==> config.mk <==
export PLATFORM = sky130hd
export DESIGN_NAME = ddr_lp_ctrl
export DESIGN_NICKNAME = d
export VERILOG_FILES = /design/src/rtl/ddr_lp_pkg.sv /design/src/rtl/ddr_lp_rcv_timer.sv /design/src/rtl/ddr_lp_ref_timer.sv /design/src/rtl/ddr_lp_man_cmd.sv /design/src/rtl/ddr_lp_ctrl.sv
export SDC_FILE = /design/constraint.sdc
export NUM_CORES = 1
export LEC_CHECK = 0
export BUFFER_PORTS_ARGS = -buffer_cell sky130_fd_sc_hd__buf_2
export CORE_MARGIN = 4
export CORE_UTILIZATION = 30
export CTS_BUF_LIST = sky130_fd_sc_hd__clkbuf_2
export CTS_CLUSTER_DIAMETER = 80
export DETAILED_ROUTE_END_ITERATION = 10
export HOLD_SLACK_MARGIN = 0.08
export REMOVE_ABC_BUFFERS = 1
export SYNTH_ARGS = -nofsm -noshare
export SYNTH_HDL_FRONTEND = slang
export SYNTH_SLANG_ARGS = --single-unit
==> constraint.sdc <==
create_clock -name clk_i -period 1.8 [get_ports clk_i]
set_input_delay 0.27 -clock clk_i [delete_from_list [all_inputs] [get_ports clk_i]]
set_output_delay 0.27 -clock clk_i [all_outputs]
set_load 0.05 [all_outputs]
==> src/rtl/ddr_lp_pkg.sv <==
package ddr_lp_pkg;

   typedef enum logic [1:0] {
      CMD_NOP  = 2'b00,
      CMD_PALL = 2'b01,
      CMD_AREF = 2'b10,
      CMD_SREF = 2'b11
   } dcmd_e;

   typedef enum logic [2:0] {
      ST_RUN   = 3'd0,
      ST_PD    = 3'd1,
      ST_WAKE  = 3'd2,
      ST_SRPRE = 3'd3,
      ST_SRCMD = 3'd4,
      ST_SR    = 3'd5
   } lpst_e;

endpackage

==> src/rtl/ddr_lp_rcv_timer.sv <==
module ddr_lp_rcv_timer #(
   parameter int CW = 8
) (
   input  logic          clk_i,
   input  logic          rst_ni,
   input  logic          load_i,
   input  logic [CW-1:0] cfg_i,
   output logic          zero_o
);

   logic [CW-1:0] cnt_q;

   always_ff @(posedge clk_i) begin
      if (!rst_ni)
         cnt_q <= '0;
      else if (load_i)
         cnt_q <= cfg_i;
      else if (cnt_q != '0)
         cnt_q <= cnt_q - 1'b1;
   end

   assign zero_o = (cnt_q == '0);


   rcv_count_chk: assert property (@(posedge clk_i) disable iff (!rst_ni)
      (!load_i && cnt_q != '0) |=> (cnt_q == $past(cnt_q) - 1'b1));


   rcv_load_chk: assert property (@(posedge clk_i) disable iff (!rst_ni)
      load_i |=> (cnt_q == $past(cfg_i)));

endmodule

==> src/rtl/ddr_lp_ref_timer.sv <==
module ddr_lp_ref_timer #(
   parameter int INTV = 64
) (
   input  logic clk_i,
   input  logic rst_ni,
   input  logic en_i,
   input  logic clr_i,
   output logic due_o
);

   localparam int RW = (INTV > 2) ? $clog2(INTV) : 1;
   localparam logic [RW-1:0] LAST = RW'(INTV - 1);

   logic [RW-1:0] cnt_q;
   logic          due_q;

   always_ff @(posedge clk_i) begin
      if (!rst_ni) begin
         cnt_q <= '0;
         due_q <= 1'b0;
      end else if (!en_i) begin
         cnt_q <= '0;
         due_q <= 1'b0;
      end else if (cnt_q == LAST) begin
         cnt_q <= '0;
         due_q <= 1'b1;
      end else begin
         cnt_q <= cnt_q + 1'b1;
         if (clr_i)
            due_q <= 1'b0;
      end
   end

   assign due_o = due_q;


   ref_idle_chk: assert property (@(posedge clk_i) disable iff (!rst_ni)
      !en_i |=> !due_o);

endmodule

==> src/rtl/ddr_lp_man_cmd.sv <==
module ddr_lp_man_cmd
   import ddr_lp_pkg::*;
(
   input  logic       clk_i,
   input  logic       rst_ni,
   input  logic [1:0] req_i,
   input  logic       accept_ok_i,
   input  logic       take_i,
   output logic       pend_o,
   output dcmd_e      kind_o
);

   logic  pend_q;
   dcmd_e kind_q;
   logic  valid_code;
   dcmd_e code_cmd;

   always_comb begin
      valid_code = 1'b0;
      code_cmd   = CMD_NOP;
      case (req_i)
         2'b01: begin valid_code = 1'b1; code_cmd = CMD_PALL; end
         2'b10: begin valid_code = 1'b1; code_cmd = CMD_AREF; end
         default: ;
      endcase
   end

   always_ff @(posedge clk_i) begin
      if (!rst_ni) begin
         pend_q <= 1'b0;
         kind_q <= CMD_NOP;
      end else if (take_i) begin
         pend_q <= 1'b0;
         kind_q <= CMD_NOP;
      end else if (!pend_q && valid_code && accept_ok_i) begin
         pend_q <= 1'b1;
         kind_q <= code_cmd;
      end
   end

   assign pend_o = pend_q;
   assign kind_o = kind_q;


   man_kind_chk: assert property (@(posedge clk_i) disable iff (!rst_ni)
      pend_q |-> (kind_q == CMD_PALL || kind_q == CMD_AREF));

endmodule

==> src/rtl/ddr_lp_ctrl.sv <==
module ddr_lp_ctrl
   import ddr_lp_pkg::*;
#(
   parameter int CW      = 8,
   parameter int REF_INT = 64,
   parameter bit REF_EN  = 1'b1
) (
   input  logic          clk_i,
   input  logic          rst_ni,
   input  logic          ref_en_i,
   input  logic          sr_req_i,
   input  logic          pd_force_i,
   input  logic          pd_auto_i,
   input  logic          acc_req_i,
   input  logic          pre_pend_i,
   input  logic [1:0]    cmd_req_i,
   input  logic [CW-1:0] trec_cfg_i,
   input  logic [CW-1:0] rrec_cfg_i,
   output logic          cke_o,
   output logic [1:0]    cmd_o,
   output logic          sr_stat_o,
   output logic          acc_go_o,
   output logic          nrd_ok_o,
   output logic          rd_ok_o,
   output logic          rec_busy_o
);

   localparam int NTMR = 2;

   if (CW < 2 || CW > 16) begin : g_bad_cw
      $error("ddr_lp_ctrl: CW must lie in 2..16");
   end
   if (REF_INT < 4) begin : g_bad_ref
      $error("ddr_lp_ctrl: REF_INT must be at least 4");
   end

   lpst_e st_q, st_d;
   logic  cke_q, cke_d;
   dcmd_e cmd_q, cmd_d;

   logic  sr_want, sr_leave;
   logic  man_pend, man_take, man_ok;
   dcmd_e man_kind;
   logic  ref_due, ref_clr, ref_run;
   logic  rec_load;
   logic  nr_ok, rd_ok, busy;

   logic [CW-1:0] tcfg [NTMR];
   logic          tzero [NTMR];

   assign sr_want  = ref_en_i && sr_req_i;
   assign sr_leave = !ref_en_i && !sr_req_i;

   // recovery timers: index 0 gates non-read commands, index 1 gates reads
   assign tcfg[0] = trec_cfg_i;
   assign tcfg[1] = rrec_cfg_i;

   for (genvar g = 0; g < NTMR; g++) begin : g_rcv
      ddr_lp_rcv_timer #(.CW(CW)) tmr_i (
         .clk_i  (clk_i),
         .rst_ni (rst_ni),
         .load_i (rec_load),
         .cfg_i  (tcfg[g]),
         .zero_o (tzero[g])
      );
   end

   assign nr_ok = tzero[0];
   assign rd_ok = tzero[1];
   assign busy  = !(nr_ok && rd_ok);

   // periodic refresh timer, optional
   assign ref_run = ref_en_i && !sr_req_i && !busy &&
                    (st_q == ST_RUN || st_q == ST_PD || st_q == ST_WAKE);

   if (REF_EN) begin : g_ref
      ddr_lp_ref_timer #(.INTV(REF_INT)) ref_i (
         .clk_i  (clk_i),
         .rst_ni (rst_ni),
         .en_i   (ref_run),
         .clr_i  (ref_clr),
         .due_o  (ref_due)
      );
   end else begin : g_noref
      logic unused_ref;
      assign unused_ref = ref_clr ^ ref_run;
      assign ref_due    = 1'b0;
   end

   // manual command request holder
   assign man_ok = !sr_want &&
                   (st_q == ST_RUN || st_q == ST_PD || st_q == ST_WAKE);

   ddr_lp_man_cmd man_i (
      .clk_i       (clk_i),
      .rst_ni      (rst_ni),
      .req_i       (cmd_req_i),
      .accept_ok_i (man_ok),
      .take_i      (man_take),
      .pend_o      (man_pend),
      .kind_o      (man_kind)
   );

   // state sequencing
   always_comb begin
      st_d     = st_q;
      cke_d    = cke_q;
      cmd_d    = CMD_NOP;
      man_take = 1'b0;
      ref_clr  = 1'b0;
      case (st_q)
         ST_RUN: begin
            if (!acc_req_i && nr_ok) begin
               if (sr_want) begin
                  if (pre_pend_i) begin
                     st_d  = ST_SRPRE;
                     cmd_d = CMD_PALL;
                  end else begin
                     st_d  = ST_SRCMD;
                     cmd_d = CMD_SREF;
                  end
               end else if (man_pend) begin
                  cmd_d    = man_kind;
                  man_take = 1'b1;
               end else if (ref_due) begin
                  cmd_d   = CMD_AREF;
                  ref_clr = 1'b1;
               end else if ((pd_force_i || pd_auto_i) && !busy) begin
                  st_d  = ST_PD;
                  cke_d = 1'b0;
               end
            end
         end
         ST_PD: begin
            if (!pd_force_i && (acc_req_i || !pd_auto_i || sr_want ||
                                man_pend || ref_due)) begin
               st_d  = ST_WAKE;
               cke_d = 1'b1;
            end
         end
         ST_WAKE: st_d = ST_RUN;
         ST_SRPRE: begin
            st_d  = ST_SRCMD;
            cmd_d = CMD_SREF;
         end
         ST_SRCMD: begin
            st_d  = ST_SR;
            cke_d = 1'b0;
         end
         ST_SR: begin
            if (sr_leave) begin
               st_d  = ST_WAKE;
               cke_d = 1'b1;
            end
         end
         default: begin
            st_d  = ST_RUN;
            cke_d = 1'b1;
         end
      endcase
   end

   assign rec_load = (st_q == ST_SR) && (st_d == ST_WAKE);

   always_ff @(posedge clk_i) begin
      if (!rst_ni) begin
         st_q  <= ST_RUN;
         cke_q <= 1'b1;
         cmd_q <= CMD_NOP;
      end else begin
         st_q  <= st_d;
         cke_q <= cke_d;
         cmd_q <= cmd_d;
      end
   end

   assign cke_o      = cke_q;
   assign cmd_o      = cmd_q;
   assign sr_stat_o  = (st_q == ST_SR);
   assign nrd_ok_o   = nr_ok;
   assign rd_ok_o    = rd_ok;
   assign rec_busy_o = busy;
   assign acc_go_o   = (st_q == ST_RUN) && !busy && !pd_force_i &&
                       (cmd_q == CMD_NOP);


   cke_nop_chk: assert property (@(posedge clk_i) disable iff (!rst_ni)
      (cke_q != $past(cke_q)) |-> (cmd_q == CMD_NOP));


   sr_stat_cke_chk: assert property (@(posedge clk_i) disable iff (!rst_ni)
      sr_stat_o |-> !cke_o);


   sref_then_low_chk: assert property (@(posedge clk_i) disable iff (!rst_ni)
      (cmd_q == CMD_SREF) |=> (!cke_q && sr_stat_o));


   grant_safe_chk: assert property (@(posedge clk_i) disable iff (!rst_ni)
      acc_go_o |-> (cke_o && !rec_busy_o));


   cmd_after_rec_chk: assert property (@(posedge clk_i) disable iff (!rst_ni)
      (cmd_q != CMD_NOP) |-> $past(nrd_ok_o));


   sr_hold_chk: assert property (@(posedge clk_i) disable iff (!rst_ni)
      (st_q == ST_SR && (ref_en_i || sr_req_i)) |=> (st_q == ST_SR));

endmodule

==> results.sh, run 1 <==
export IMPL_htreeDepth=2
export IMPL_synthCells=236
export IMPL_rsz0062_at_grt="yes"
export IMPL_layout_commonest_cell="buf_4"
export IMPL_start_util=0.314
export IMPL_ys_seq_area_frac=0.341
export IMPL_drv_cap=0
export IMPL_grt_pass1_wl_mm=8.78
export IMPL_syn_cell_area_sq_um=1880
export IMPL_worstSetupPathType="flop to output port"
export IMPL_cts_tree="done"
export IMPL_ys_async_sr_fraction=0
export IMPL_ys_flop_type="dfxtp_1"
export IMPL_crit_buf_inv=1
export IMPL_antenna_found_initial=0
export IMPL_startpoint_type="flop"
export IMPL_required_ps=1530
export IMPL_setup_slack_ps=-200
export IMPL_critPathTopFamily="simple AND/OR/NAND/NOR gates"
export IMPL_max_clock_freq_mhz=500
export IMPL_core_area_sq_um=5990
export IMPL_num_vias=1907
export IMPL_dpl_cell_area_sq_um=2290
export IMPL_rows=28
export IMPL_cts_buffers=5
export IMPL_ant_nets=0
export IMPL_ir_drop_mv=0.502
export IMPL_numPortBuffers=33
export IMPL_worst_clock_skew_ps=21.6
export IMPL_slew_violations=0
export IMPL_holdWs_ps=111
export IMPL_io_pins=34
export IMPL_fin_util=0.425
export IMPL_final_nets=338
export IMPL_place_congestion=0.816
export IMPL_fillCellCount=610
export IMPL_synth_top_area_cell="dfxtp_1"
export IMPL_drive_gt1_frac=0.333
export IMPL_grt_max_degree=16
export IMPL_post_route_min_period_ps=2000
export IMPL_clk_pin_slew_ps=170
export IMPL_drt_iter0_markers=106
export IMPL_synth_edf_count=0
export IMPL_first_pass_iters=4
export IMPL_crit_chain="or4_4, nor2_4, nand2_2, nor2_2, buf_6"
export IMPL_final_cell_mix="33 x buf_4, 31 x nand2_1, 30 x buf_2"
export IMPL_setup_viol=3
export IMPL_avgSynthCellArea_sq_um=7.97
export IMPL_overflow=0
export IMPL_critPathCaptureType="output port"
export IMPL_dp_hpwl_mm=3.84
export IMPL_synth_distinct_cells=48
export IMPL_clock_sinks=32
export IMPL_synth_area_leaders="dfxtp_1 34%, a21oi_1 6.7%, nand2_1 6.6%"
export IMPL_groute_usage_overall=0.146
export IMPL_area_growth_pct=35.3
export IMPL_synth_top_cell_area_share=0.341
export IMPL_hold_viol=0
export IMPL_violations="negative setup slack"
export IMPL_fin_area_sq_um=2540
export IMPL_relSlewSlack=0.635
export IMPL_leakage_uw=0.00108
export IMPL_synth_warning_count=0
export IMPL_cp_max_fo=2
export IMPL_post_route_period_util=1.11
export IMPL_status="finished, violations left"
export IMPL_wire_per_inst_um=13.2
export IMPL_critPathArrivalTime_ps=1730
export IMPL_via_per_inst=5.01
export IMPL_wl_mm=5.05
export IMPL_cts_root_buf="clkbuf_2"
export IMPL_p_per_area_nw_per_um2=1610
export IMPL_tightest_slew_ps=546
export IMPL_worst_path_largest_cell_delay_ps=550
export IMPL_diodes=0
export IMPL_clk_path_buf_depth=2
export IMPL_grt_pass1_vias=1822
export IMPL_clk_latency_ps=370
export IMPL_hold_path_class="primary input to flop"
export IMPL_drc=0
export IMPL_die_y_um=87.2
export IMPL_crit_slowest_cell="or4_4"
export IMPL_die_w_um=87.2
export IMPL_ys_seq_elements=32
export IMPL_die_area_sq_um=7600
-- cell usage after synthesis (5+ instances only) --
library cell   n
a21oi_1       25
clkbuf_1       5
dfxtp_1       32
ha_1           7
inv_1         10
nand2_1       33
nand3_1        6
nor2_1        22
nor3_1         5
nor3b_1        6
nor4_1         5
o21ai_0       11
xor2_1         5
-- final timing paths --
path	slack, ps	from	endpoint	depth (start not counted)
worst max-delay path	-200	g_rcv[1].tmr_i.cnt_q[2]$_SDFFE_PN0P_	acc_go_o	5
worst max register to register	50	g_rcv[0].tmr_i.cnt_q[1]$_SDFFE_PN0P_	cke_o$_SDFFE_PN1P_	9
worst min register to register	470	g_ref.ref_i.cnt_q[0]$_SDFF_PP0_	g_ref.ref_i.cnt_q[0]$_SDFF_PP0_	1
worst min-delay path	110	rrec_cfg_i[5]	g_rcv[1].tmr_i.cnt_q[5]$_SDFFE_PN0P_	3
-- metrics by stage --
stage | setup TNS (ps) | std cells | setup slack, ps | power [uW]
after detailed placement | 0 | 361 | 31.8 | 3230
after global routing | -1230 | 381 | -328 | 4450
after CTS | -575 | 377 | -232 | 4020
after global placement | 0 | 361 | 50.1 | 3220
final | -458 | 381 | -200 | 4090
after floorplan | -731 | 228 | -689 | 2460
-- registers in the layout (all words and copies together), names as in the netlist --
signal	count
st_q	3
man_i.pend_o	1
cke_o	1
g_ref.ref_i.cnt_q	6
g_ref.ref_i.due_o	1
g_rcv.tmr_i.cnt_q	16
man_i.kind_o	2
cmd_o	2
-- metal layers --
layer	global-route usage	vias up	share of wire
li1	-	990	-
met1	0.197	868	0.47
met2	0.217	41	0.46
met3	0.0397	8	0.053
met4	0.0614	0	0.021
met5	0	-	0
-- power by group --
part           switching, uW  internal, uW  leakage, uW  total, uW
registers                196           887     0.000263       1080
logic                   1290          1370     0.000784       2670
clock network            236           104    0.0000306        341
-- logic make-up after synthesis --
group | synth area share
and+or+nand+nor | 0.321
AOI/OAI and AO/OA | 0.194
DFF | 0.341
buffers and inverters | 0.0399
xor gates and xnor gates | 0.0373
adders and majority gates | 0.0466
muxes | 0.0213
-- layout make-up --
class                           count  area (sq um)  area share
Timing Repair Buffer               70           475       0.187
Sequential cell                    32           647       0.254
Inverter                           11          43.8      0.0172
Clock inverter                      1          3.75     0.00148
Multi-Input combinational cell    185          1240       0.489
Clock buffer                        7          35.0      0.0138
Tap cell                           75          93.8      0.0369
-- worst register-to-register path: cells and delay by family, from the launching register on --
family / cells / cell delay (ps)
and+or+nand+nor: 3 / 550
DFF: 1 / 360
adders and majority gates: 1 / 140
AOI/OAI and AO/OA: 1 / 110
buffers and inverters: 4 / 470
-- what timing repair did --
| action | 4_1_cts | 5_1_grt |
|---|---|---|
| buffers inserted | 8 | 0 |
| gates resized for setup | 27 | 9 |
| hold buffers | 0 | 4 |
| endpoints found under the setup margin | 5 | 16 |
| endpoints found under the hold margin | 0 | 4 |
| pin swaps | 4 | 2 |
No activity file was read; power rests on OpenSTA's default activity.
==> inputs of run 2 (changes only) <==
Settings changed: CTS_CLUSTER_SIZE set to 8, SYNTH_HIERARCHICAL set to 1.
==> run 2 against run 1 <==
Net effect:
- final cell count shrank 4.7%
- total power decreased by 12%
- the run still ends with negative setup slack left
- synthesized cell count decreased by 9.7%
- sequential share of layout area decreased by 0.45 points
- largest cell class unchanged
- die area decreased by 0.97%
- critical path depth up 5
==> results.sh, run 2 <==
export IMPL_multi_input_area_sq_um=1210
export IMPL_worst_path_largest_cell_delay_ps=370
export IMPL_required_ps=2100
export IMPL_groute_usage_overall=0.126
export IMPL_die_area_sq_um=7530
export IMPL_ys_seq_area_frac=0.344
export IMPL_area_growth_pct=38.9
export IMPL_synth_top_area_cell="dfxtp_1"
export IMPL_fin_area_sq_um=2580
export IMPL_cts_buffers=5
export IMPL_die_w_um=86.8
export IMPL_grt_max_degree=24
export IMPL_final_nets=318
export IMPL_worst_clock_skew_ps=21.4
export IMPL_synthCells=213
export IMPL_relSlewSlack=0.711
export IMPL_cp_max_fo=5
export IMPL_violations="negative setup slack"
export IMPL_start_util=0.312
export IMPL_setup_slack_ps=-213
export IMPL_synth_warning_count=6
export IMPL_slew_violations=0
export IMPL_synth_top_cell_area_share=0.344
export IMPL_grt_pass1_wl_mm=7.51
export IMPL_dp_hpwl_mm=3.32
export IMPL_critPathCaptureType="flop"
export IMPL_die_y_um=86.8
export IMPL_antenna_found_initial=0
export IMPL_drv_cap=0
export IMPL_post_route_min_period_ps=2010
export IMPL_final_cell_mix="33 x buf_4, 29 x buf_2, 28 x dfxtp_1"
export IMPL_diodes=0
export IMPL_max_clock_freq_mhz=497
export IMPL_rows=28
export IMPL_clk_pin_slew_ps=180
export IMPL_ys_flop_type="dfxtp_1"
export IMPL_p_per_area_nw_per_um2=1400
export IMPL_critPathTopFamily="simple AND/OR/NAND/NOR gates"
export IMPL_overflow=0
export IMPL_cts_root_buf="clkbuf_2"
export IMPL_crit_chain="nor4_4, and4bb_2, buf_4, buf_6, nand2b_4, buf_4, nor2_2, and4b_2, o22ai_1, nor2b_1"
export IMPL_ys_async_sr_fraction=0
export IMPL_fillCellCount=583
export IMPL_synth_distinct_cells=47
export IMPL_largest_reg_flops=16
export IMPL_ys_seq_elements=32
export IMPL_fin_util=0.434
export IMPL_clock_sinks=32
export IMPL_drc=0
export IMPL_layout_commonest_cell="buf_4"
export IMPL_num_vias=1778
export IMPL_startpoint_type="flop"
export IMPL_clk_path_buf_depth=2
export IMPL_synth_commonest_cells="32 x dfxtp_1, 21 x nand2_1, 17 x nor2_1"
export IMPL_worstSetupPathType="flop to flop"
export IMPL_hold_path_class="primary input to flop"
export IMPL_drive_gt1_frac=0.382
export IMPL_synth_edf_count=0
export IMPL_status="finished, violations left"
export IMPL_synth_area_leaders="dfxtp_1 34%, nand2_1 4.2%, nand3_1 3.8%"
export IMPL_dpl_cell_area_sq_um=2290
export IMPL_avgSynthCellArea_sq_um=8.73
export IMPL_syn_cell_area_sq_um=1860
export IMPL_crit_path_frequent_cell="buf_4"
export IMPL_ir_drop_mv=0.692
export IMPL_wl_mm=4.54
export IMPL_clk_latency_ps=380
export IMPL_numPortBuffers=33
export IMPL_yosysMostFrequentCell="dfxtp_1"
export IMPL_place_congestion=0.963
export IMPL_crit_buf_inv=3
export IMPL_tightest_slew_ps=434
export IMPL_post_route_period_util=1.12
export IMPL_grt_pass1_vias=1707
export IMPL_crit_slowest_cell="dfxtp_2"
export IMPL_via_per_inst=4.90
export IMPL_ant_nets=0
export IMPL_cts_tree="done"
export IMPL_drt_iter0_markers=68
export IMPL_leakage_uw=0.00109
export IMPL_wire_per_inst_um=12.5
export IMPL_seqCellArea_sq_um=646
export IMPL_first_pass_iters=4
export IMPL_core_area_sq_um=5960
export IMPL_setup_viol=20
export IMPL_critPathArrivalTime_ps=2320
export IMPL_regMostFlops="g_rcv.tmr_i/cnt_q"
export IMPL_io_pins=34
export IMPL_hold_viol=0
export IMPL_htreeDepth=2
export IMPL_reg_top3="g_rcv.tmr_i/cnt_q x16, g_ref.ref_i/cnt_q x6, st_q x3"
export IMPL_rsz0062_at_grt="yes"
run 2: cell types whose count changed in the layout (fill, tap and decap cells not counted), moves of 4 or more:
cell,change
nand3_1,+8
inv_1,+7
o31ai_1,+6
or3_1,+4
nor4_1,-5
a21oi_1,-18
xnor2_1,+4
nand2_1,-11
run 2: tightest hold or removal path, delay by kind of cell:
| kind | cells | cell delay [ps] |
|---|---|---|
| buffers and inverters | 1 | 70 |
| AND/OR/NAND/NOR | 1 | 60 |
| AO/OA/AOI/OAI | 1 | 60 |
run 2: kinds of logic after synthesis:
group | Yosys count | share of synthesized area
AOI/OAI and AO/OA | 41 | 0.160
xor gates and xnor gates | 11 | 0.0518
adders and majority gates | 5 | 0.0336
buffers and inverters | 19 | 0.0504
DFF | 32 | 0.344
muxes | 6 | 0.0323
and+or+nand+nor | 99 | 0.328
run 2: timing repair:
item | in CTS | in global routing
endpoints found under the hold margin | 2 | 0
hold buffers | 2 | 0
pin swaps | 7 | 6
setup buffers | 5 | 5
resized for setup | 29 | 9
setup endpoints to repair | 16 | 24
run 2: metal layers:
metal / GRT usage / share of wire / wire [um]
met3: 0.0409 / 0.065 / 296
met1: 0.173 / 0.49 / 2240
met4: 0.0425 / 0.015 / 69
met2: 0.185 / 0.43 / 1940
met5: 0 / 0 / 0
run 2: layout make-up:
cell class,count,area share
Multi-Input combinational cell,162,0.470
Sequential cell,32,0.250
Timing Repair Buffer,72,0.199
Tap cell,75,0.0363
Inverter,14,0.0203
Clock inverter,2,0.0136
Clock buffer,6,0.0116
run 2: stage by stage:
stage / setup slack, ps / total power, uW / std cells / setup TNS (ps) / hold slack [ps]
after floorplan: -1660 / 2090 / 208 / -12820 / 408
after global placement: -65.6 / 2690 / 344 / -351 / 440
after detailed placement: -69.0 / 2690 / 344 / -540 / 449
final: -213 / 3610 / 363 / -2700 / 118
after global routing: -365 / 3890 / 363 / -5310 / 80.1
after CTS: -248 / 3490 / 359 / -2900 / 81.0
run 2: final timing paths:
| path | cells after the start | start | slack [ps] | to |
|---|---|---|---|---|
| max | 10 | g_rcv[0].tmr_i/cnt_q[3]$_SDFFE_PN0P_ | -210 | g_ref.ref_i/due_o$_SDFFE_PN0P_ |
| min | 3 | trec_cfg_i[5] | 120 | g_rcv[0].tmr_i/cnt_q[5]$_SDFFE_PN0P_ |
| min reg2reg | 1 | g_ref.ref_i/cnt_q[0]$_SDFF_PP0_ | 490 | g_ref.ref_i/cnt_q[0]$_SDFF_PP0_ |
| max reg2reg | 10 | g_rcv[0].tmr_i/cnt_q[3]$_SDFFE_PN0P_ | -210 | g_ref.ref_i/due_o$_SDFFE_PN0P_ |
run 2: report_power, final:
part	internal, uW	total, uW	switching, uW
registers	868	994	126
logic	1130	2130	999
clock network	239	494	255
total	2230	3610	1380
